$ cat config.mk
export PLATFORM = sky130hd
export DESIGN_NAME = irq_vec_resolver
export DESIGN_NICKNAME = d
export VERILOG_FILES = /design/src/rtl/irq_vec_pkg.sv /design/src/rtl/irq_prio_regs.sv /design/src/rtl/irq_arbiter.sv /design/src/rtl/irq_vec_resolver.sv
export SDC_FILE = /design/constraint.sdc
export NUM_CORES = 1
export LEC_CHECK = 0
export BUFFER_PORTS_ARGS = -buffer_cell sky130_fd_sc_hd__buf_2
export CAP_MARGIN = 20
export CORE_MARGIN = 8
export CORE_UTILIZATION = 60
export DETAILED_ROUTE_END_ITERATION = 8
export HOLD_SLACK_MARGIN = 0.03
export PLACE_DENSITY_LB_ADDON = 0.12
export REMOVE_ABC_BUFFERS = 1
export SYNTH_ARGS = -nofsm -noshare
export SYNTH_HDL_FRONTEND = slang
export SYNTH_HIERARCHICAL = 1
export SYNTH_SLANG_ARGS = --single-unit
$ cat constraint.sdc
create_clock -name clk_i -period 31 [get_ports clk_i]
set_input_delay 1.55 -clock clk_i [delete_from_list [all_inputs] [get_ports clk_i]]
set_output_delay 1.55 -clock clk_i [all_outputs]
set_load 0.02 [all_outputs]
$ cat src/rtl/irq_vec_pkg.sv
package irq_vec_pkg;
  typedef enum logic {
    ARB_FIXED = 1'b0,
    ARB_LEVEL = 1'b1
  } arb_mode_e;
endpackage

$ cat src/rtl/irq_prio_regs.sv
module irq_prio_regs #(
  parameter int N_IRQ  = 12,
  parameter int LVL_W  = 3,
  parameter int REG_W  = 16,
  parameter int FPR    = 4,
  parameter int ADDR_W = 2
) (
  input  logic                   clk_i,
  input  logic                   rst_ni,
  input  logic                   we_i,
  input  logic [ADDR_W-1:0]      addr_i,
  input  logic [REG_W-1:0]       wdata_i,
  output logic [REG_W-1:0]       rdata_o,
  output logic [N_IRQ*LVL_W-1:0] lvl_o
);
  localparam int STRIDE = REG_W / FPR;

  logic [LVL_W-1:0] lvl_q [N_IRQ];
  logic [REG_W-1:0] used_m;
  logic             unused_wbits;

  always_comb begin
    used_m = '0;
    for (int s = 0; s < FPR; s++) used_m[s*STRIDE +: LVL_W] = '1;
  end
  assign unused_wbits = ^(wdata_i & ~used_m);

  for (genvar k = 0; k < N_IRQ; k++) begin : g_fld
    localparam int RI  = k / FPR;
    localparam int LSB = (FPR - 1 - (k % FPR)) * STRIDE;
    always_ff @(posedge clk_i or negedge rst_ni) begin
      if (!rst_ni)
        lvl_q[k] <= '1;
      else if (we_i && (int'(addr_i) == RI))
        lvl_q[k] <= wdata_i[LSB +: LVL_W];
    end
    assign lvl_o[k*LVL_W +: LVL_W] = lvl_q[k];
  end

  always_comb begin
    rdata_o = '0;
    for (int k = 0; k < N_IRQ; k++)
      if (int'(addr_i) == k / FPR)
        rdata_o[(FPR-1-(k%FPR))*STRIDE +: LVL_W] = lvl_q[k];
  end
endmodule

$ cat src/rtl/irq_arbiter.sv
module irq_arbiter
  import irq_vec_pkg::*;
#(
  parameter int N_IRQ        = 12,
  parameter int LVL_W        = 3,
  parameter int VEC_W        = 8,
  parameter int NMI_VEC      = 7,
  parameter int IRQ_VEC_BASE = 64,
  localparam int IDX_W       = $clog2(N_IRQ)
) (
  input  logic                   nmi_pend_i,
  input  logic [N_IRQ-1:0]       irq_pend_i,
  input  logic [N_IRQ*LVL_W-1:0] lvl_i,
  input  arb_mode_e              mode_i,
  input  logic [LVL_W-1:0]       mask_i,
  output logic                   hit_o,
  output logic                   is_irq_o,
  output logic [IDX_W-1:0]       idx_o,
  output logic [VEC_W-1:0]       vec_o
);
  logic             found;
  logic [LVL_W-1:0] best_lvl;
  logic [IDX_W-1:0] best;

  always_comb begin
    found    = 1'b0;
    best_lvl = '0;
    best     = '0;
    for (int i = 0; i < N_IRQ; i++) begin
      if (mode_i == ARB_FIXED) begin
        if (irq_pend_i[i] && !found) begin
          found = 1'b1;
          best  = IDX_W'(i);
        end
      end else if (irq_pend_i[i] && (lvl_i[i*LVL_W +: LVL_W] > mask_i) &&
                   (!found || (lvl_i[i*LVL_W +: LVL_W] > best_lvl))) begin
        // strict compare keeps the lower vector on ties
        found    = 1'b1;
        best     = IDX_W'(i);
        best_lvl = lvl_i[i*LVL_W +: LVL_W];
      end
    end
  end

  assign hit_o    = nmi_pend_i | found;
  assign is_irq_o = !nmi_pend_i && found;
  assign idx_o    = best;
  assign vec_o    = nmi_pend_i ? VEC_W'(NMI_VEC) : VEC_W'(IRQ_VEC_BASE) + VEC_W'(best);
endmodule

$ cat src/rtl/irq_vec_resolver.sv
module irq_vec_resolver
  import irq_vec_pkg::*;
#(
  parameter int N_IRQ        = 12,
  parameter int LVL_W        = 3,
  parameter int VEC_W        = 8,
  parameter int REG_W        = 16,
  parameter int FPR          = 4,
  parameter int ADDR_W       = 2,
  parameter int NMI_VEC      = 7,
  parameter int IRQ_VEC_BASE = 64,
  parameter logic [N_IRQ-1:0] XFER_CAP = '1,
  localparam int OFF_W       = VEC_W + 2
) (
  input  logic              clk_i,
  input  logic              rst_ni,
  input  logic              nmi_i,
  input  logic [N_IRQ-1:0]  irq_i,
  input  logic              ack_i,
  input  logic              mode_i,
  input  logic [LVL_W-1:0]  mask_i,
  input  logic              reg_we_i,
  input  logic [ADDR_W-1:0] reg_addr_i,
  input  logic [REG_W-1:0]  reg_wdata_i,
  output logic [REG_W-1:0]  reg_rdata_o,
  output logic              vld_o,
  output logic [VEC_W-1:0]  vec_num_o,
  output logic [OFF_W-1:0]  vec_off_o,
  output logic              xfer_o
);
  localparam int IDX_W = $clog2(N_IRQ);

  logic                   nmi_pend_q;
  logic [N_IRQ-1:0]       irq_pend_q;
  logic [N_IRQ*LVL_W-1:0] lvl;
  logic                   hit, is_irq;
  logic [IDX_W-1:0]       idx;
  logic [VEC_W-1:0]       vec;
  logic                   vld_q, xfer_q;
  logic [VEC_W-1:0]       vec_q;
  logic                   retire;

  assign retire = ack_i && vld_q;

  irq_prio_regs #(
    .N_IRQ(N_IRQ), .LVL_W(LVL_W), .REG_W(REG_W), .FPR(FPR), .ADDR_W(ADDR_W)
  ) u_regs (
    .clk_i  (clk_i),
    .rst_ni (rst_ni),
    .we_i   (reg_we_i),
    .addr_i (reg_addr_i),
    .wdata_i(reg_wdata_i),
    .rdata_o(reg_rdata_o),
    .lvl_o  (lvl)
  );

  always_ff @(posedge clk_i or negedge rst_ni) begin
    if (!rst_ni)
      nmi_pend_q <= 1'b0;
    else if (nmi_i)
      nmi_pend_q <= 1'b1;
    else if (retire && vec_q == VEC_W'(NMI_VEC))
      nmi_pend_q <= 1'b0;
  end

  for (genvar i = 0; i < N_IRQ; i++) begin : g_pend
    always_ff @(posedge clk_i or negedge rst_ni) begin
      if (!rst_ni)
        irq_pend_q[i] <= 1'b0;
      else if (irq_i[i])
        irq_pend_q[i] <= 1'b1;
      else if (retire && vec_q == VEC_W'(IRQ_VEC_BASE + i))
        irq_pend_q[i] <= 1'b0;
    end
  end

  irq_arbiter #(
    .N_IRQ(N_IRQ), .LVL_W(LVL_W), .VEC_W(VEC_W),
    .NMI_VEC(NMI_VEC), .IRQ_VEC_BASE(IRQ_VEC_BASE)
  ) u_arb (
    .nmi_pend_i(nmi_pend_q),
    .irq_pend_i(irq_pend_q),
    .lvl_i     (lvl),
    .mode_i    (arb_mode_e'(mode_i)),
    .mask_i    (mask_i),
    .hit_o     (hit),
    .is_irq_o  (is_irq),
    .idx_o     (idx),
    .vec_o     (vec)
  );

  always_ff @(posedge clk_i or negedge rst_ni) begin
    if (!rst_ni) begin
      vld_q  <= 1'b0;
      vec_q  <= '0;
      xfer_q <= 1'b0;
    end else begin
      vld_q  <= hit;
      vec_q  <= hit ? vec : '0;
      xfer_q <= is_irq && XFER_CAP[idx];
    end
  end

  assign vld_o     = vld_q;
  assign vec_num_o = vec_q;
  assign vec_off_o = {vec_q, 2'b00};
  assign xfer_o    = xfer_q;
endmodule

After elaboration in Yosys (flattened, before gate mapping)
Memories as Yosys holds them, arrays and structs flattened.
Index checks and enable logic that the tools add are counted.
{"block": "classes", "addsub": 1, "magnitude_cmp": 24, "n_eq_ne": 15, "mux": 132, "n_bitwise": 1, "reduce_logical": 90}
{"cell": "4-bit two-way mux", "count": 31}
{"cell": "3-bit two-way mux", "count": 34}
{"cell": "8-bit by 7-bit equality test with 1-bit output (second input constant)", "count": 12}
{"cell": "3-bit > comparator", "count": 23}
{"cell": "1-bit two-way mux", "count": 65}
{"cell": "1-bit logical AND", "count": 53}
{"cell": "2-bit nonzero test", "count": 13}
{"cell": "8-bit two-way mux", "count": 2}
{"cell": "1-bit zero test", "count": 12}
{"cell": "1-bit logical OR", "count": 11}
{"cell": "7-bit by 4-bit adder with 8-bit output (first input constant)", "count": 1}
{"cell": "8-bit by 3-bit equality test with 1-bit output (second input constant)", "count": 1}
{"cell": "4-bit by 5-bit < comparator with 1-bit output (second input constant)", "count": 1}
{"cell": "2-bit equality test (second input constant)", "count": 2}
{"cell": "2-bit zero test", "count": 1}
{"cell": "1-bit bitwise OR", "count": 1}
{"block": "totals", "regBits": 59, "romBits": 16, "output_inout_bits": 36, "word_cells": 292, "mem_count": 1}
{"memory": "(name not given)", "depth": 16, "word_bits": 1, "rd": 1, "rd_clocked_by_memory_dff": 0, "wr": 0, "line": "irq_vec_resolver.sv:100", "source": "xfer_q <= is_irq && XFER_CAP[idx];"}

Longest topological paths before layout
Gate-level depths: netlist of run 1.
{"block": "depth", "depth_word": 62, "depth_mapped": 96}

Cells and area by module
Netlist of run 1, hierarchy kept.
{"mod": "irq_arbiter", "n_inst": 1, "cells_per_inst": 431, "area_each_um2": 2992.9, "seq_area_each_um2": 0.0}
{"mod": "irq_prio_regs", "n_inst": 1, "cells_per_inst": 112, "area_each_um2": 1769.2, "seq_area_each_um2": 945.9}
{"mod": "irq_vec_resolver", "n_inst": 1, "cells_per_inst": 91, "area_each_um2": 963.4, "seq_area_each_um2": 575.6}

Least setup slack after synthesis of run 1
OpenSTA, ideal clock, no wires.
{"block": "synth_timing", "kind": "input -> register", "start": "input port mask_i[1]", "end": "register vec_q[1], in the netlist vec_num_o[1]", "t_arrival_ns": 16.927, "t_required_ns": 30.881, "slack_ns": 13.954, "path_stages": 92, "path_buffers": 2, "path_cell_list": "inv_1 -> ha_1 -> nor2b_1 -> o311a_4 -> and2_1 -> buf_4 -> nand2_1 -> ha_1 -> nor2b_1 -> o311ai_1 -> or2_1 -> nand3_1 -> a21oi_1 -> ha_1 -> nor2_1 -> nand2_1 -> a22o_1 -> a311o_1 -> (+56 left out) -> o21ai_4 -> nand2_1 -> o211ai_1 -> ha_1 -> a21o_1 -> a21oi_1 -> a31oi_1 -> o21ai_1 -> nand3_1 -> o221a_2 -> ha_1 -> nor2b_1 -> o21ai_0 -> nand2b_1 -> a32oi_1 -> o211a_1 -> or3b_1 -> and2_1"}
{"block": "synth_via", "elab_chain_cells": 62, "word_cells_on_any_way": 173, "cone_classes": "add/sub (1); order compare (23); mux (92); bitwise (1); reduce/logical (56)"}
{"item": "start, declared", "line": "irq_vec_resolver.sv:21", "source": "input logic [LVL_W-1:0] mask_i,"}
{"item": "3-bit > comparator", "line": "irq_arbiter.sv:35", "source": "end else if (irq_pend_i[i] && (lvl_i[i*LVL_W +: LVL_W] > mask_i) &&"}
{"item": "1-bit logical AND", "line": "irq_arbiter.sv:35"}
{"item": "3-bit two-way mux / 1-bit two-way mux (equally long branches)", "line": "irq_arbiter.sv:35"}
{"item": "3-bit two-way mux / 1-bit two-way mux (equally long branches)", "line": "irq_arbiter.sv:30", "source": "if (mode_i == ARB_FIXED) begin"}
{"item": "3-bit > comparator / 1-bit zero test (equally long branches)", "line": "irq_arbiter.sv:36, irq_arbiter.sv:31"}
{"item": "1-bit logical OR", "line": "irq_arbiter.sv:36", "source": "(!found || (lvl_i[i*LVL_W +: LVL_W] > best_lvl))) begin"}
{"item": "1-bit logical AND", "line": "irq_arbiter.sv:35"}
{"item": "3-bit two-way mux / 1-bit two-way mux (equally long branches)", "line": "irq_arbiter.sv:35"}
{"item": "(+47 left out)"}
{"item": "1-bit logical OR", "line": "irq_arbiter.sv:36"}
{"item": "1-bit logical AND", "line": "irq_arbiter.sv:35"}
{"item": "4-bit two-way mux", "line": "irq_arbiter.sv:35"}
{"item": "4-bit two-way mux *", "line": "irq_arbiter.sv:30"}
{"item": "7-bit by 4-bit adder with 8-bit output *", "line": "irq_arbiter.sv:48", "source": "assign vec_o = nmi_pend_i ? VEC_W'(NMI_VEC) : VEC_W'(IRQ_VEC_BASE) + VEC_W'(best);"}
{"item": "8-bit two-way mux *", "line": "irq_arbiter.sv:48"}
{"item": "via vec[1]", "line": "irq_vec_resolver.sv:38", "source": "logic [VEC_W-1:0] vec;"}
{"item": "8-bit two-way mux *", "line": "irq_vec_resolver.sv:99", "source": "vec_q <= hit ? vec : '0;"}
{"item": "end signal, assigned", "line": "irq_vec_resolver.sv:99"}
{"item": "end, declared", "line": "irq_vec_resolver.sv:40", "source": "logic [VEC_W-1:0] vec_q;"}
The timed path passes the listed nets; every way through them passes the cells marked *.
A chain may end at the register's enable or synchronous reset.

Final worst setup path of run 1
Same ends and word-level chain as after synthesis.

==> results_dict.tcl, run 1 <==
set metrics [dict create \
    max-vdd-ir-drop_v 0.00003439 \
    timing.rr.end "vec_num_o[1]" \
    status "finished clean" \
    crit_type "input port to register" \
    diodes 0 \
    die-area_um2 12910 \
    min_path_cells 1 \
    rows 35 \
    power.density_nw_per_um2 64.35 \
    finalSetupTns_ps 0 \
    r2r_cells 87 \
    place.gp.congestion 0.8995 \
    area_growth_pct 8.231 \
    antenna_left 0 \
    regArea_um2 1521 \
    io_pins 75 \
    slowest_delay_ps 540 \
    hold_end "xfer_o" \
    dp_hpwl_um 12070 \
    regToRegSetupSlack_ps 12050 \
    hold_start "nmi_pend_q" \
    ys_warn_count 6 \
    power.leakage_nw 2.773 \
    grt_pass1_wl_um 25650 \
    drt_first_pass_iters 7 \
    antenna_found_initial 0 \
    routed_via_density 6.244 \
    core_area_um2 9240 \
    slew_headroom_pct 40.24 \
    dp_slack_ps 10900 \
    fmax_mhz 49.57 \
    reg2reg_from "u_regs/lvl_o[1]" \
    clkTransAtPathRegs_ps 80 \
    syn_inst 632 \
    grt_max_degree 60 \
    numPortBuffers 64 \
    fin_crit_sh_pct 65.07 \
    crit_path_top_delay_cell "o22ai_2" \
    multiInputGateArea_um2 3867 \
    cts_sinks 59 \
    slew_violations 0 \
    post-cts-setup-buffers 0 \
    cp_common_cell "nor2_1" \
    clk_root_buffer_cell "clkbuf_8" \
    numCtsBuffers 9 \
    utilization_pct 66.95 \
    die_w_um 113.6 \
    min-delay-path-class "register to register" \
    ctsResizeCount 0 \
    critPathArrivalTime_ps 20410 \
    nFillCells 771 \
    cp-end-kind "register" \
    finalHoldViolations 0 \
    first_iter_violations 392 \
    tightest_slew_ps 884.8 \
    die_y_um 113.6 \
    setup_violations 0 \
    totalWireLength_um 15850 \
    tritoncts "done" \
    start_kind "input port" \
    cap_violations 0 \
    cp.required_ps 31240 \
    syn_avg_cell_area_um2 9.043 \
    insertion_delay_ps 350 \
    grtUsageTotal_pct 24.71 \
    overflow 0 \
    setup_ws_ps 10830 \
    layout-drive-gt1-share_pct 26.78 \
    drt-wirelength-per-cell_um 19.42 \
    path_max_fanout 12 \
    grt_pass1_vias 5074 \
    vias 5095 \
    route.detailed.drc 0 \
    synth_area_um2 5715 \
    skew_ps 13.21 \
    holdBufCountCts 0 \
    rsz0062_at_grt "no" \
    fin_nets 774 \
    min_period_ps 20170 \
    h-tree-depth 3 \
    initial_utilization_pct 61.86 \
    cts.path.max_buffers 2 \
]
through the flow:
step	std cells	total power, mW	hold slack (ps)	area (um2)
6_report	816	0.3980	525.4	6186
5_1_grt	816	0.4260	556.7	6186
4_1_cts	816	0.3949	532.4	6186
3_5_place_dp	800	0.3270	521.2	6006
3_3_place_gp	800	0.3184	523.5	6006
2_1_floorplan	605	0.2715	467.7	5509
worst max path at each step:
stage                         start            to  slack (ps)
after global placement    mask_i[1]  vec_num_o[1]       11430
after detailed placement  mask_i[1]  vec_num_o[1]       10900
final                     mask_i[1]  vec_num_o[1]       10830
after global routing      mask_i[1]  vec_num_o[2]        9530
after floorplan           mask_i[1]  vec_num_o[1]       13880
after CTS                 mask_i[1]  vec_num_o[1]       11230
area by class of cell:
cell class,instances,share of cell area (%)
well taps,129,2.609
clock inverters,7,0.9102
clock buffers,9,2.002
multi-input cells,514,62.52
inverters,32,1.942
flip-flops and latches,59,24.60
repair buffers,66,5.421
where the power goes:
group	internal [mW]	switching, mW
Clock	0.0303	0.0363
Sequential	0.0940	0.0186
Combinational	0.0908	0.128
critical path: cells and delay by family:
family | cells | cell delay (ps)
buffers and inverters | 3 | 650
AND/OR/NAND/NOR | 33 | 4870
multiplexers | 2 | 640
AO/OA/AOI/OAI | 39 | 9200
adder cells (fa/ha/maj) | 12 | 3520
registers in the layout, indices dropped and copies added (netlist names):
signal	flops
irq_pend_q	12
nmi_pend_q	1
u_regs/lvl_o	36
vec_num_o	8
vld_o	1
xfer_o	1
per-layer routing:
| layer | wire length (um) | track usage [%] |
|---|---|---|
| met2 | 7795 | 41.85 |
| met3 | 883 | 4.385 |
| met5 | 0 | 0 |
| met1 | 6773 | 30.34 |
| met4 | 395 | 9.947 |
cells in the final DEF, fill, tap and decap left out, types with 5 or more instances in the layout:
cell and instances:
a21o_1 6, a21oi_1 39, a31oi_1 14, and2_1 19, and3_1 5, buf_2 64
clkbuf_8 9, conb_1 9, dfrtp_1 23, dfstp_2 36, ha_1 53, inv_1 32
mux2_2 27, mux2_4 10, mux2i_1 17, nand2_1 42, nand3_1 32, nor2_1 58
nor2b_1 17, nor3_1 5, o211ai_1 13, o21a_1 7, o21ai_0 28, o2bb2ai_1 12
o31ai_1 5
No activity file was read; power rests on OpenSTA's default activity.
==> run 2: changes to the inputs <==
- ABC_AREA: unset -> 1
- clock period: 31 -> 20.4 ns (I/O delays scaled with it)
==> run 2 against run 1 <==
Compared with the run above:
- sequential share of layout area is 1.0 points higher
- critical endpoint is now vec_num_o[3]
- sequential power grew 41%
- wire length is 5.7% lower
- register-to-register slack worse by 5600 ps
- critical path depth rose by 15
- largest power group unchanged
- die area decreased by 2.4%
- critical path type unchanged
==> results_dict.tcl, run 2 <==
set metrics [dict create \
    path_max_fanout 12 \
    cts.path.max_buffers 2 \
    fin_nets 924 \
    rsz0062_at_grt "no" \
    h-tree-depth 3 \
    io_pins 75 \
    finalHoldViolations 0 \
    routed_via_density 5.800 \
    timing.rr.end "vec_num_o[3]" \
    largest_reg_flops 36 \
    slew_violations 0 \
    post-cts-setup-buffers 0 \
    antenna_found_initial 0 \
    overflow 0 \
    drt_first_pass_iters 6 \
    start_kind "input port" \
    ys_warn_count 6 \
    min_period_ps 14670 \
    die_w_um 112.2 \
    place.gp.congestion 0.9288 \
    critPathLaunch "mask_i[2]" \
    cts_sinks 59 \
    crit_type "input port to register" \
    drt-wirelength-per-cell_um 15.77 \
    fin_area_um2 5937 \
    crit_path_top_delay_cell "inv_1" \
    min-delay-path-class "register to register" \
    grt_util_met1_pct 30.06 \
    tritoncts "done" \
    fmax_mhz 68.15 \
    die_y_um 112.2 \
    hold_end "u_regs/lvl_o[30]" \
    insertion_delay_ps 340 \
    grt_pass1_wl_um 25210 \
    die-area_um2 12600 \
    cp_common_cell "nand2_1" \
    syn_avg_cell_area_um2 7.009 \
    finalSetupTns_ps 0 \
    syn_inst 793 \
    totalWireLength_um 14950 \
    diodes 0 \
    power.leakage_nw 3.198 \
    clk_root_buffer_cell "clkbuf_8" \
    cp.required_ps 20620 \
    power.density_nw_per_um2 88.99 \
    setup_violations 0 \
    numPortBuffers 64 \
    clkTransAtPathRegs_ps 80 \
    area_growth_pct 6.821 \
    slowest_delay_ps 480 \
    max-vdd-ir-drop_v 0.00005649 \
    reg2reg_from "u_regs/lvl_o[0]" \
    grtUsageMet3_pct 6.119 \
    grtUsageTotal_pct 24.13 \
    initial_utilization_pct 61.02 \
    min_path_cells 2 \
    rows 35 \
    dp_slack_ps 5672 \
    layout_common_cells "nand2_1, nand3_1, inv_1, buf_2, ha_1" \
    regToRegSetupSlack_ps 6490 \
    grt_pass1_vias 5391 \
    route.detailed.drc 0 \
    tightest_slew_ps 718.5 \
    final_common_cell "nand2_1" \
    slew_headroom_pct 52.10 \
    skew_ps 18.10 \
    r2r_cells 103 \
    cp-end-kind "register" \
    layout-drive-gt1-share_pct 21.51 \
    first_iter_violations 544 \
    dpl_cell_area_um2 5762 \
    synth_area_um2 5558 \
    setup_ws_ps 5727 \
    holdBufCountCts 0 \
    met2_usage_pct 39.94 \
    ctsResizeCount 0 \
    vias 5498 \
    antenna_left 0 \
    cap_violations 0 \
    top_usage_layer "met2" \
    hold_start "u_regs/lvl_o[30]" \
    numCtsBuffers 9 \
    grt_max_degree 60 \
    status "finished clean" \
    utilization_pct 65.18 \
    dp_hpwl_um 11500 \
    fin_crit_sh_pct 71.92 \
    core_area_um2 9109 \
    critPathArrivalTime_ps 14890 \
]
==> run 2: per-stage QoR <==
| step | power [mW] | hold WS (ps) | instances |
|---|---|---|---|
| final | 0.5283 | 480.4 | 948 |
| after global routing | 0.5743 | 513.5 | 948 |
| after CTS | 0.5262 | 482.7 | 948 |
| after detailed placement | 0.4283 | 470.3 | 932 |
| after global placement | 0.4154 | 461.8 | 932 |
| after floorplan | 0.3608 | 441.0 | 754 |
==> run 2: worst max path at each step <==
stage,to,slack (ps),cells past startpoint
3_3_place_gp,vec_num_o[3],6120,105
6_report,vec_num_o[3],5730,104
4_1_cts,vec_num_o[3],5980,104
2_1_floorplan,vec_num_o[0],7880,104
3_5_place_dp,vec_num_o[3],5670,104
5_1_grt,vec_num_o[2],4190,105
==> run 2: layout make-up <==
class / instances / area [um2]
Inverter: 94 / 352.8
Multi-Input combinational cell: 601 / 3406
Clock inverter: 7 / 51.30
Clock buffer: 9 / 123.9
Fill cell: 868 / 3172
Tap cell: 111 / 138.9
Sequential cell: 59 / 1521
Timing Repair Buffer: 67 / 342.8
==> run 2: worst max-delay path: cells and delay by family <==
| kind | cells | cell delay [ps] |
|---|---|---|
| AOI/OAI and AO/OA | 15 | 2600 |
| adders and majority gates | 12 | 3710 |
| buffers and inverters | 9 | 990 |
| and+or+nand+nor | 68 | 6510 |
==> run 2: report_power, final <==
group          switching (mW)  internal (mW)
Sequential             0.0205          0.139
Combinational           0.177         0.0966
Clock                  0.0512         0.0447
==> run 2: routing by layer <==
| layer | vias to the layer above | share of wire (%) |
|---|---|---|
| li1 | 2710 | - |
| met1 | 2509 | 42 |
| met2 | 256 | 46 |
| met3 | 23 | 9.6 |
| met4 | 0 | 1.7 |
| met5 | - | 0 |
